**config.mk**
```make
export PLATFORM = sky130hd
export DESIGN_NAME = slot_interleaver
export DESIGN_NICKNAME = d
export VERILOG_FILES = /design/src/rtl/slot_interleaver.sv
export SDC_FILE = /design/constraint.sdc
export NUM_CORES = 1
export LEC_CHECK = 0
export BUFFER_PORTS_ARGS = -buffer_cell sky130_fd_sc_hd__buf_4
export CAP_MARGIN = 25
export CORE_AREA = 2 2 224 226
export CTS_BUF_LIST = sky130_fd_sc_hd__clkbuf_4
export DETAILED_ROUTE_END_ITERATION = 10
export DIE_AREA = 0 0 226 228
export PLACE_DENSITY = 0.76
export SLEW_MARGIN = 20
export SYNTH_ARGS = -nofsm -noshare
export SYNTH_HDL_FRONTEND = slang
export SYNTH_SLANG_ARGS = --single-unit
```
**constraint.sdc**
```tcl
create_clock -name clk -period 7.8 [get_ports clk]
set_input_delay 1.56 -clock clk [delete_from_list [all_inputs] [get_ports clk]]
set_output_delay 1.56 -clock clk [all_outputs]
set_load 0.01 [all_outputs]
```
**src/rtl/slot_interleaver.sv**
```systemverilog
module slot_interleaver #(
  parameter int DW = 32
) (
  input  logic               clk,
  input  logic               rst_n,
  input  logic               cfg_we,
  input  logic [15:0]        cfg_wdata,
  input  logic               reorder_en,
  input  logic               half_mode,
  input  logic               in_valid,
  input  logic [DW-1:0]      in_data,
  output logic               in_ready,
  input  logic               frame_req,
  output logic               out_stb,
  output logic [9*DW-1:0]    out_data,
  output logic [8:0]         out_vld,
  output logic [4:0]         fifo_thresh
);
  localparam int NS = 9;
  localparam int HW = DW / 2;
  localparam logic [3:0] ENDP = 4'd8;

  logic [NS-1:0] mask;
  logic [DW-1:0] sbuf [NS];
  logic [NS-1:0] bvalid;
  logic [3:0]    pos;
  logic [3:0]    p1, p2;
  logic          acc;

  function automatic logic [3:0] slot_of(input logic [3:0] p, input logic ro);
    case (p)
      4'd0: slot_of = 4'd0;
      4'd1: slot_of = 4'd1;
      4'd2: slot_of = ro ? 4'd3 : 4'd4;
      4'd3: slot_of = ro ? 4'd6 : 4'd5;
      4'd4: slot_of = ro ? 4'd4 : 4'd3;
      4'd5: slot_of = ro ? 4'd5 : 4'd6;
      4'd6: slot_of = 4'd7;
      default: slot_of = 4'd8;
    endcase
  endfunction

  function automatic logic [3:0] first_en(input logic [3:0] from, input logic [NS-1:0] m,
                                          input logic ro);
    first_en = ENDP;
    for (int i = 7; i >= 0; i--)
      if (i >= int'(from) && m[slot_of(4'(i), ro)]) first_en = 4'(i);
  endfunction

  assign p1          = first_en(pos, mask, reorder_en);
  assign p2          = first_en(p1 + 4'd1, mask, reorder_en);
  assign in_ready    = (p1 != ENDP) && !frame_req;
  assign acc         = in_valid && in_ready;
  assign fifo_thresh = fifo_thr_q;

  logic [4:0] fifo_thr_q;

  always_ff @(posedge clk or negedge rst_n) begin
    if (!rst_n) begin
      mask       <= '0;
      fifo_thr_q <= '0;
    end else if (cfg_we) begin
      mask       <= cfg_wdata[8:0];
      fifo_thr_q <= cfg_wdata[15:11];
    end
  end

  always_ff @(posedge clk or negedge rst_n) begin
    if (!rst_n) begin
      pos    <= '0;
      bvalid <= '0;
      for (int i = 0; i < NS; i++) sbuf[i] <= '0;
    end else if (frame_req) begin
      pos    <= '0;
      bvalid <= '0;
    end else if (acc) begin
      if (!half_mode) begin
        sbuf[slot_of(p1, reorder_en)]   <= in_data;
        bvalid[slot_of(p1, reorder_en)] <= 1'b1;
        pos <= p1 + 4'd1;
      end else begin
        sbuf[slot_of(p1, reorder_en)]   <= {{(DW-HW){1'b0}}, in_data[HW-1:0]};
        bvalid[slot_of(p1, reorder_en)] <= 1'b1;
        if (p2 != ENDP) begin
          sbuf[slot_of(p2, reorder_en)]   <= {{(DW-HW){1'b0}}, in_data[DW-1:HW]};
          bvalid[slot_of(p2, reorder_en)] <= 1'b1;
          pos <= p2 + 4'd1;
        end else begin
          pos <= ENDP;
        end
      end
    end
  end

  always_ff @(posedge clk or negedge rst_n) begin
    if (!rst_n) begin
      out_stb  <= 1'b0;
      out_vld  <= '0;
      out_data <= '0;
    end else begin
      out_stb <= frame_req;
      if (frame_req) begin
        out_vld <= bvalid;
        for (int i = 0; i < NS; i++)
          out_data[DW*i +: DW] <= bvalid[i] ? sbuf[i] : '0;
      end
    end
  end

  assert_slot5_idle_R2: assert property (@(posedge clk) disable iff (!rst_n)
    out_vld[2] == 1'b0);

  assert_one_per_word_R6: assert property (@(posedge clk) disable iff (!rst_n)
    (acc && !half_mode) |=> $countones(bvalid) == $countones($past(bvalid)) + 1);

  assert_two_per_word_R7: assert property (@(posedge clk) disable iff (!rst_n)
    (acc && half_mode && p2 != ENDP) |=> $countones(bvalid) == $countones($past(bvalid)) + 2);

  assert_restart_R9: assert property (@(posedge clk) disable iff (!rst_n)
    frame_req |=> (bvalid == '0 && pos == 4'd0));

  assert_pos_range_R8: assert property (@(posedge clk) disable iff (!rst_n)
    pos <= ENDP);
endmodule

```
; ---- Yosys cells after proc, flatten, opt, wreduce, memory -nomap -nowiden
; Index checks and enable logic that the tools add are counted.
[totals]
register_bits = 613
latchBits = 0
mem_bits_rw = 0
romBits = 0
n_memories = 0
[classes]
add_sub_neg = 2
n_mul = 0
div_mod_pow = 0
order_cmp = 32
n_eq_ne = 14
shifts = 0
mux = 74
bitwise_logic = 7
reduce_logical = 29
[op_table]
columns = op, count
row1 = 288-bit bitwise mux, 3
row2 = 288-bit 2-to-1 mux, 2
row3 = 32-bit demux with 4-bit select, 3
row4 = 32-bit 2-to-1 mux, 12
row5 = 4-bit 2-to-1 mux, 30
row6 = 4-bit case mux with 7 select lines, 2
row7 = 9-bit 2-to-1 mux, 4
row8 = 4-bit by 5-bit < comparator with 1-bit output (second input constant), 7
row9 = 3-bit by 4-bit >= comparator with 1-bit output (first input constant), 8
row10 = 9-bit OR, 3
row11 = 4-bit by 3-bit == test with 1-bit output (second input constant), 6
row12 = 1-bit logical AND, 24
row13 = 1-bit binary-select mux with 4-bit select, 4
row14 = 4-bit by 2-bit == test with 1-bit output (second input constant), 4
row15 = 1-bit by 4-bit >= comparator with 1-bit output (first input constant), 4
row16 = 2-bit by 4-bit >= comparator with 1-bit output (first input constant), 4
row17 = 5-bit >= comparator (second input constant), 3
row18 = 5-bit by 1-bit < comparator with 1-bit output (second input constant), 3
row19 = 4-bit NOT with 5-bit output, 3
row20 = 1-bit demux with 4-bit select, 3
row21 = 4-bit by 1-bit >= comparator with 1-bit output (second input constant), 3
row22 = 4-bit by 1-bit adder with 4-bit output (second input constant), 2
row23 = 4-bit by 1-bit == test with 1-bit output (second input constant), 2
row24 = 4-bit zero test, 2
row25 = 8 further kinds, 17

; ---- Depth between registers and ports, before layout
; Gate-level depths: netlist (run 1).
[logic_depth]
ltp_word = 36
ltp_mapped = 27
ltp_nobuf = 23

; ---- Worst setup path after synthesis (run 1)
; No wires, ideal clock.
[synth_timing]
path_type = input to register
start = input port reorder_en
end = register sbuf[109] in the netlist's numbering
setup_ns = 0.146
t_arrival_ns = 6.587
required_ns = 7.654
setup_slack_ns = 1.067
cell_stages = 23
cell_sequence = buf_4 mux2_2 a2111oi_0 o21ai_0 o21ai_0 ha_1 clkbuf_1 clkinv_1 o311a_1 and3_4 a21oi_1 o22ai_1 nand2b_1 inv_1 ha_1 nor2_1 o2bb2ai_1 or4_1 and3_1 clkbuf_1 o31ai_2 clkbuf_1 o221ai_1
[synth_between]
elab_chain_cells = 35
word_cells_on_any_way = 101
classes_between = 1 x add/sub / 14 x order compare / 14 x eq/ne / 49 x mux / 3 x bitwise / 20 x reduce/logical
[synth_rtl]
columns = item, line
row1 = start: declaration, 8  ; input logic reorder_en,
row2 = 2-bit 2-to-1 mux, 37  ; 4'd5: slot_of = ro ? 4'd5 : 4'd6;
row3 = 1-bit binary-select mux with 4-bit select, 47  ; if (i >= int'(from) && m[slot_of(4'(i), ro)]) first_en = 4'(i);
row4 = 1-bit 2-to-1 mux (implied by the code), 47
row5 = 1-bit logical AND, 47
row6 = 4-bit 2-to-1 mux (6 in series), 47
row7 = 4-bit by 1-bit adder with 4-bit output, 51  ; assign p2 = first_en(p1 + 4'd1, mask, reorder_en);
row8 = 3-bit by 4-bit >= comparator with 1-bit output, 47
row9 = 1-bit logical AND, 47
row10 = [14 not listed], --
row11 = 4-bit NOT with 5-bit output (implied by the code), 85  ; sbuf[slot_of(p2, reorder_en)] <= {{(DW-HW){1'b0}}, in_data[DW-1:HW]};
row12 = 5-bit >= comparator (implied by the code) / 5-bit by 1-bit < comparator with 1-bit output (equally long branches), 85
row13 = 1-bit logical AND (implied by the code), 85
row14 = 32-bit 2-to-1 mux (implied by the code), 85
row15 = 32-bit demux with 4-bit select, 85
row16 = 288-bit bitwise mux, 85
row17 = 288-bit 2-to-1 mux, 84  ; if (p2 != ENDP) begin
row18 = 288-bit 2-to-1 mux, 77  ; if (!half_mode) begin
row19 = end signal: indexed assignment, 78  ; sbuf[slot_of(p1, reorder_en)] <= in_data;
row20 = end signal: indexed assignment, 82  ; sbuf[slot_of(p1, reorder_en)] <= {{(DW-HW){1'b0}}, in_data[HW-1:0]};
row21 = end signal: indexed assignment, 85
row22 = end: declaration, 24  ; logic [DW-1:0] sbuf [NS];
; Parallel ways exist; a longest one is shown, timed or not. The select of a mux whose other input is x is not followed.
; A chain may end at the register's enable or synchronous reset.

; ---- Final worst setup path (run 1)
[layout_timing]
start = input port reorder_en
end = register sbuf[142] in the netlist's numbering
; Same word-level chain as after synthesis.

==> results.md, run 1 <==
- Grt total ovfl: 0
- DRT iter0 DRCs: approximately 2600
- Crit path max-delay family: compound AO/OA/AOI/OAI gates
- Post-CTS setup repair buffer count: 0
- CP endpoint kind: flip-flop
- Hold Buf Count CTS: 0
- Leakage: 14.7 nW
- Placed inst area: 30000 sq um
- Longest Clk Path Bufs: 3
- Initial antenna violation count: 5
- Power density cells: between 300 and 400 nW/um^2
- Worst Max-Slew Pin Slew: ~1.1 ns
- FMAX: approximately 150 MHz
- First-pass GRT wire length: between 100 and 150 mm
- Ys async rst share: 100%
- Die height: around 230 microns
- Vias: around 23000
- Most common cell after layout, fill and taps aside: dfrtp_1
- CTS Buf Count: roughly 160
- Final Instance Area: around 32000 sq um
- Dpl hpwl: between 50 and 60 mm
- Period utilisation layout: between 80% and 90%
- Layout area overhead: 19.3%
- Post-placement cell count: around 3600
- Register area share after synthesis: approximately 57%
- CTS sink cnt: approximately 600
- Crit path DAT: about 7.4 ns
- Core area: roughly 49000 sq um
- Yosys warns: 0
- Worst Path Buf+Inv: 1
- Rel. slew slack: around a quarter
- Crit start category: input pin
- Sequence of cells on the critical path: buf_4 -> mux2i_1 -> or3_1 -> o211ai_1 -> o21ai_0 -> ha_1 -> and2b_1 -> o2111ai_1 -> o211ai_1 -> o31ai_1 -> nand3_1 -> o21ai_0 -> o211a_1 -> ha_1 -> nor2_1 -> o2bb2ai_1 -> or4_1 -> and3_2 -> and2_1 -> a221o_1
- Vias per cell: around 5.9
- MaxCap Viol Count: 0
- Met3 Track Usage GR: 9.02%
- Class of the worst hold path: flip-flop to flip-flop
- Final slew viol count: 0
- Gr busiest metal: met2
- Status: completed
- Finish-stage setup viols: 0
- Post-Syn Area: roughly 27000 sq um
- H-tree depth: 4
- Post-route ant nets: 0
- Yosys cell types: approximately 70
- CTS tree: built
- # DRC: 0
- Fillers: roughly 4000
- RSZ-0062 raised after global routing: no
- Post-CTS Resized: 0
- GR Util met1: 44.2%
- GPL Wtd Cong: about 0.91
- Critical path's slowest cell: o21ai_0
- Number of global-route vias before repair: between 20000 and 25000
- EDFF count, synth: 0
- Final wirelength: between 80 and 90 mm
- WL/cell: between 20 and 25 microns
- Die area: 51500 sq um
- Mapped Cells: about 2800
- CP required: 8.62 ns
- Met2 GRT Util: 48.2%
- Port bufs: 355
- Post-Route Skew: roughly 0.077 ns
- Crit path kind: input pin to flip-flop
- Worst vdd ir: about 0.34 mV
- Layout cells sized above 1: between 20% and 30%
- Cell Rows: 82
- Final min period: around 6.6 ns
- Avg Inst Size Synth: around 9.7 sq um
- Commonest non-fill, non-tap cells in the layout: 612 x dfrtp_1, 419 x nand2_1, 408 x buf_4, 352 x o21ai_0, 335 x inv_1
- Non-filler cells, final: 3876
- First-pass DRT Iterations: 6
- Clk slew on worst S/H paths: roughly 0.060 ns
- Flops & latches, synth: a little over 600
- Setup TNS: 0 ns
- Max stage delay on crit path: between 0.6 and 0.7 ns
- Worst-Skew Late Latency: ~1.0 ns
- Gr usage total: roughly 33%
- Largest net degree at the start of global routing: around 180
- CTS Root Cell: clkbuf_4
- Horiz. Die Dim: 226 microns
- Initial Util: between 50% and 60%
- I/O pins: roughly 360
- Worst-path fanout max: 18
- Ys flop type: dfrtp_1
- Final Hold Fails: 0
- Post-Syn Nets: ~2800
- Fin nets: between 3000 and 4000
==> cell families after synthesis <==
family | after synthesis | share of synthesized area [%]
AO/OA/AOI/OAI | 790 | 20.2
AND/OR/NAND/NOR | 708 | 11.8
flip-flops | 612 | 57.1
buffers and inverters | 587 | 8.68
multiplexers | 46 | 1.85
adder cells (fa/ha/maj) | 8 | 0.373
XOR/XNOR | 1 | 0.0327
==> synth_stat cells (8+ instances only) <==
cell,count,share of area (%)
dfrtp_1,612,57
nand2_1,420,5.9
o21ai_0,352,6.6
inv_1,335,4.7
clkbuf_1,211,3.0
nand3_1,79,1.5
a221o_1,65,2.4
nor2_1,55,0.77
a21oi_1,52,0.97
o2bb2ai_1,50,1.6
a22o_1,48,1.6
a22oi_1,34,0.95
and2_1,34,0.79
mux2_2,25,1.0
and3_1,24,0.56
nor3_1,24,0.45
nor2b_1,21,0.49
o22ai_1,21,0.49
a211oi_1,20,0.56
mux2i_1,20,0.75
nor4_1,18,0.42
a32oi_1,17,0.56
a2bb2oi_1,16,0.52
a311oi_1,16,0.52
buf_1,16,0.22
o221a_2,16,0.67
o221ai_1,16,0.52
buf_6,12,0.50
o31ai_1,12,0.34
or4_1,10,0.28
ha_1,8,0.37
o211ai_1,8,0.22
==> layer usage <==
layer / up-vias / wire length, microns
met5: - / 44
met4: 8 / 4590
met3: 270 / 7870
met2: 1236 / 38100
met1: 11100 / 33800
li1: 10200 / -
==> cell type report <==
| cell class | count | area (sq um) | area share [%] |
|---|---|---|---|
| sequential | 612 | 15300 | 47.9 |
| multi-input combinational | 1553 | 9230 | 28.9 |
| timing repair buffer | 424 | 3350 | 10.5 |
| clock buffer | 225 | 1690 | 5.28 |
| inverter | 337 | 1260 | 3.95 |
| tap | 672 | 841 | 2.63 |
| clock inverter | 47 | 290 | 0.907 |
| antenna | 6 | 15.0 | 0.0469 |
==> power by group <==
part           switching [mW]  leakage [nW]  internal [mW]  total (mW)
combinational            2.99          5.73           1.98        4.97
sequential              0.624          7.83           4.01        4.64
clock                    1.33          1.17           1.43        2.76
==> sequential cells by signal, summed over array words and instances (netlist names) <==
register	count
sbuf	288
out_data	288
mask	8
bvalid	9
out_stb	1
fifo_thresh	5
out_vld	9
pos	4
==> metrics by stage <==
stage / worst slack (ns) / hold slack, ns / power [mW] / utilization (%)
floorplan: 1.07 / 0.429 / 7.75 / -
global route: 0.954 / 0.387 / 13.1 / 64.8
finish: 1.23 / 0.377 / 12.4 / 64.8
global placement: 0.460 / 0.365 / 9.31 / 60.6
CTS: 1.42 / 0.380 / 12.3 / 64.7
detailed placement: 0.333 / 0.365 / 9.49 / 60.7
==> final timing paths <==
kind,startpoint,end,slack [ns],cells past startpoint
setup / recovery,reorder_en,sbuf[142],1.23,20
hold / removal,sbuf[201],sbuf[201],0.38,0
setup reg to reg,pos[3],sbuf[142],1.48,20
hold reg to reg,sbuf[201],sbuf[201],0.38,0
max in group asynchronous,rst_n,out_data[45],5.69,2
min in group asynchronous,rst_n,sbuf[146],0.56,1
Note: power is estimated with default switching activity, not from simulation.
==> inputs of run 2 (changes only) <==
Clock period 7.8 ns to 6.5 ns, I/O delays scaled along.
==> run 2 against run 1 <==
Net effect: combinational power increased by 25%; register-to-register slack got worse by 0.94 ns; sequential cell count unchanged; sequential power increased by 20%; first-iteration DRC count decreased by 4.3%; critical path depth increased by 1; total power increased by 22%; core utilization increased by 0.41 points.
==> results.md, run 2 (synthesis gave the netlist of run 1 again) <==
- CP endpoint kind: flip-flop
- Top Registers: out_data (288), sbuf (288)
- Crit path max-delay family: compound AO/OA/AOI/OAI gates
- Hold Buf Count CTS: 0 (unchanged)
- Final Hold Fails: 0 (unchanged)
- Rel. slew slack: 27.5% (+2.4 points)
- Final wirelength: 84.5 mm (about the same)
- Gr busiest metal: met2
- Longest Clk Path Bufs: 3 (unchanged)
- Met3 Track Usage GR: 8.71% (-0.31 points)
- Hold_ws: 0.221 ns (-0.156 ns)
- Final Instance Area: 32200 sq um (+0.64%)
- Vias: 22900 (+0.53%)
- CTS Root Cell: clkbuf_4
- Horiz. Die Dim: 226 microns (unchanged)
- Final worst-path setup slack: 0.545 ns (-0.689 ns)
- Post-CTS Resized: 0 (unchanged)
- Gr usage total: 33.1% (+0.12 points)
- Status: completed
- Leakage: 14.9 nW (+0.89%)
- Grt total ovfl: 0 (unchanged)
- CTS sink cnt: 612 (unchanged)
- CTS Buf Count: 158 (-0.63%)
- Worst vdd ir: 0.315 mV (-8.0%)
- Met2 GRT Util: 48.1% (about the same)
- Power Total: 15.0 mW (+22%)
- Post-placement cell count: 3621 (+0.70%)
- Finish-stage setup viols: 0 (unchanged)
- Post-Route Skew: 0.0648 ns (-0.0121 ns)
- Worst Max-Slew Pin Slew: 1.09 ns (-0.0383 ns)
- Post-CTS setup repair buffer count: 0 (unchanged)
- Vias per cell: 5.88 (+0.20%)
- Max stage delay on crit path: 0.64 ns (-0.02 ns)
- Crit path kind: flip-flop to flip-flop
- Period utilisation layout: between 90% and 100%
- Worst-Skew Late Latency: 1.03 ns (+0.02 ns)
- MaxCap Viol Count: 0 (unchanged)
- Worst Path Buf+Inv: 3 (+2)
- Port bufs: 355 (unchanged)
- DRT iter0 DRCs: 2518 (-4.3%)
- GPL Wtd Cong: 0.908 (-0.11%)
- Final min period: just under 6 ns
- RSZ-0062 raised after global routing: no
- WL/cell: 21.7 microns (-0.32%)
- Layout cells sized above 1: 23.4% (+0.47 points)
- Number of global-route vias before repair: 22400 (+0.26%)
- Final Core Density: 65.2% (+0.41 points)
- Core area: 49300 sq um (unchanged)
- R2R setup slack: 0.54 ns (-0.94 ns)
- Die area: 51500 sq um (unchanged)
- Clk slew on worst S/H paths: 0.06 ns (about the same)
- Class of the worst hold path: input pin to async pin
- Commonest non-fill, non-tap cells in the layout: 612 x dfrtp_1, 425 x buf_4, 419 x nand2_1, 352 x o21ai_0, 335 x inv_1
- Initial antenna violation count: 5 (unchanged)
- First-pass GRT wire length: 130 mm (+0.40%)
- Worst-path fanout max: 9 (-9)
- CP required: 7.37 ns (-1.25 ns)
- # DRC: 0 (unchanged)
- Post-route ant nets: 0 (unchanged)
- CTS tree: built
- Sequence of cells on the critical path: nor2b_1 -> o21ai_0 -> o21ai_0 -> inv_1 -> ha_1 -> and2b_1 -> nand2_1 -> a2111oi_4 -> o31ai_1 -> a21oi_1 -> o22ai_1 -> nand2b_1 -> inv_1 -> ha_1 -> nor2_1 -> o2bb2ai_1 -> or4_1 -> a2111oi_1 -> buf_4 -> nand3_1 -> o221a_2
- Crit path DAT: 6.83 ns (-0.56 ns)
- Die height: 228 microns (unchanged)
- Critical path's slowest cell: o21ai_0
- Cell Rows: 82 (unchanged)
- Dpl hpwl: 55.1 mm (-0.34%)
- GR Util met1: 44.8% (+0.59 points)
- Final slew viol count: 0 (unchanged)
- First-pass DRT Iterations: 8 (+2)
- Fin nets: 3172 (+0.70%)
- Crit start category: flip-flop
- Layout area overhead: 20.1%
- Placed inst area: 30200 sq um (+0.97%)
- Largest net degree at the start of global routing: 180 (-2.2%)
- H-tree depth: 4 (unchanged)
- Setup TNS: 0 ns (unchanged)
- I/O pins: 359 (unchanged)
- Non-filler cells, final: 3889 (+0.34%)
- Power density cells: 467 nW/um^2 (+21%)
- Initial Util: 54.3% (unchanged)
- Most common cell after layout, fill and taps aside: dfrtp_1
- DP Worst Slack: -0.0940 ns (-0.427 ns)
- FMAX: roughly 170 MHz
run 2: final cells by class:
type | instances | area [sq um]
fill | 3913 | 17200
sequential | 612 | 15300
multi-input combinational | 1553 | 9230
timing repair buffer | 447 | 3600
clock buffer | 222 | 1670
inverter | 337 | 1260
tap | 672 | 841
clock inverter | 40 | 267
antenna | 6 | 15.0
run 2: final timing paths:
check | start | end | cells past startpoint
setup / recovery | mask[0] | sbuf[239] | 21
hold / removal | rst_n | sbuf[115] | 1
setup reg to reg | mask[0] | sbuf[239] | 21
hold reg to reg | sbuf[201] | sbuf[201] | 0
max in group asynchronous | rst_n | sbuf[244] | 2
min in group clk | sbuf[201] | sbuf[201] | 0
run 2: routing by layer:
metal	routed length [microns]	share of wire, %
met2	38100	45
met4	4710	5.6
met3	7810	9.2
met1	33900	40
met5	8	0.0095
run 2: report_power, final:
part / internal (mW) / total [mW] / switching (mW) / leakage [nW]
combinational: 2.57 / 6.21 / 3.63 / 5.87
sequential: 4.82 / 5.56 / 0.739 / 7.83
clock: 1.69 / 3.27 / 1.58 / 1.15
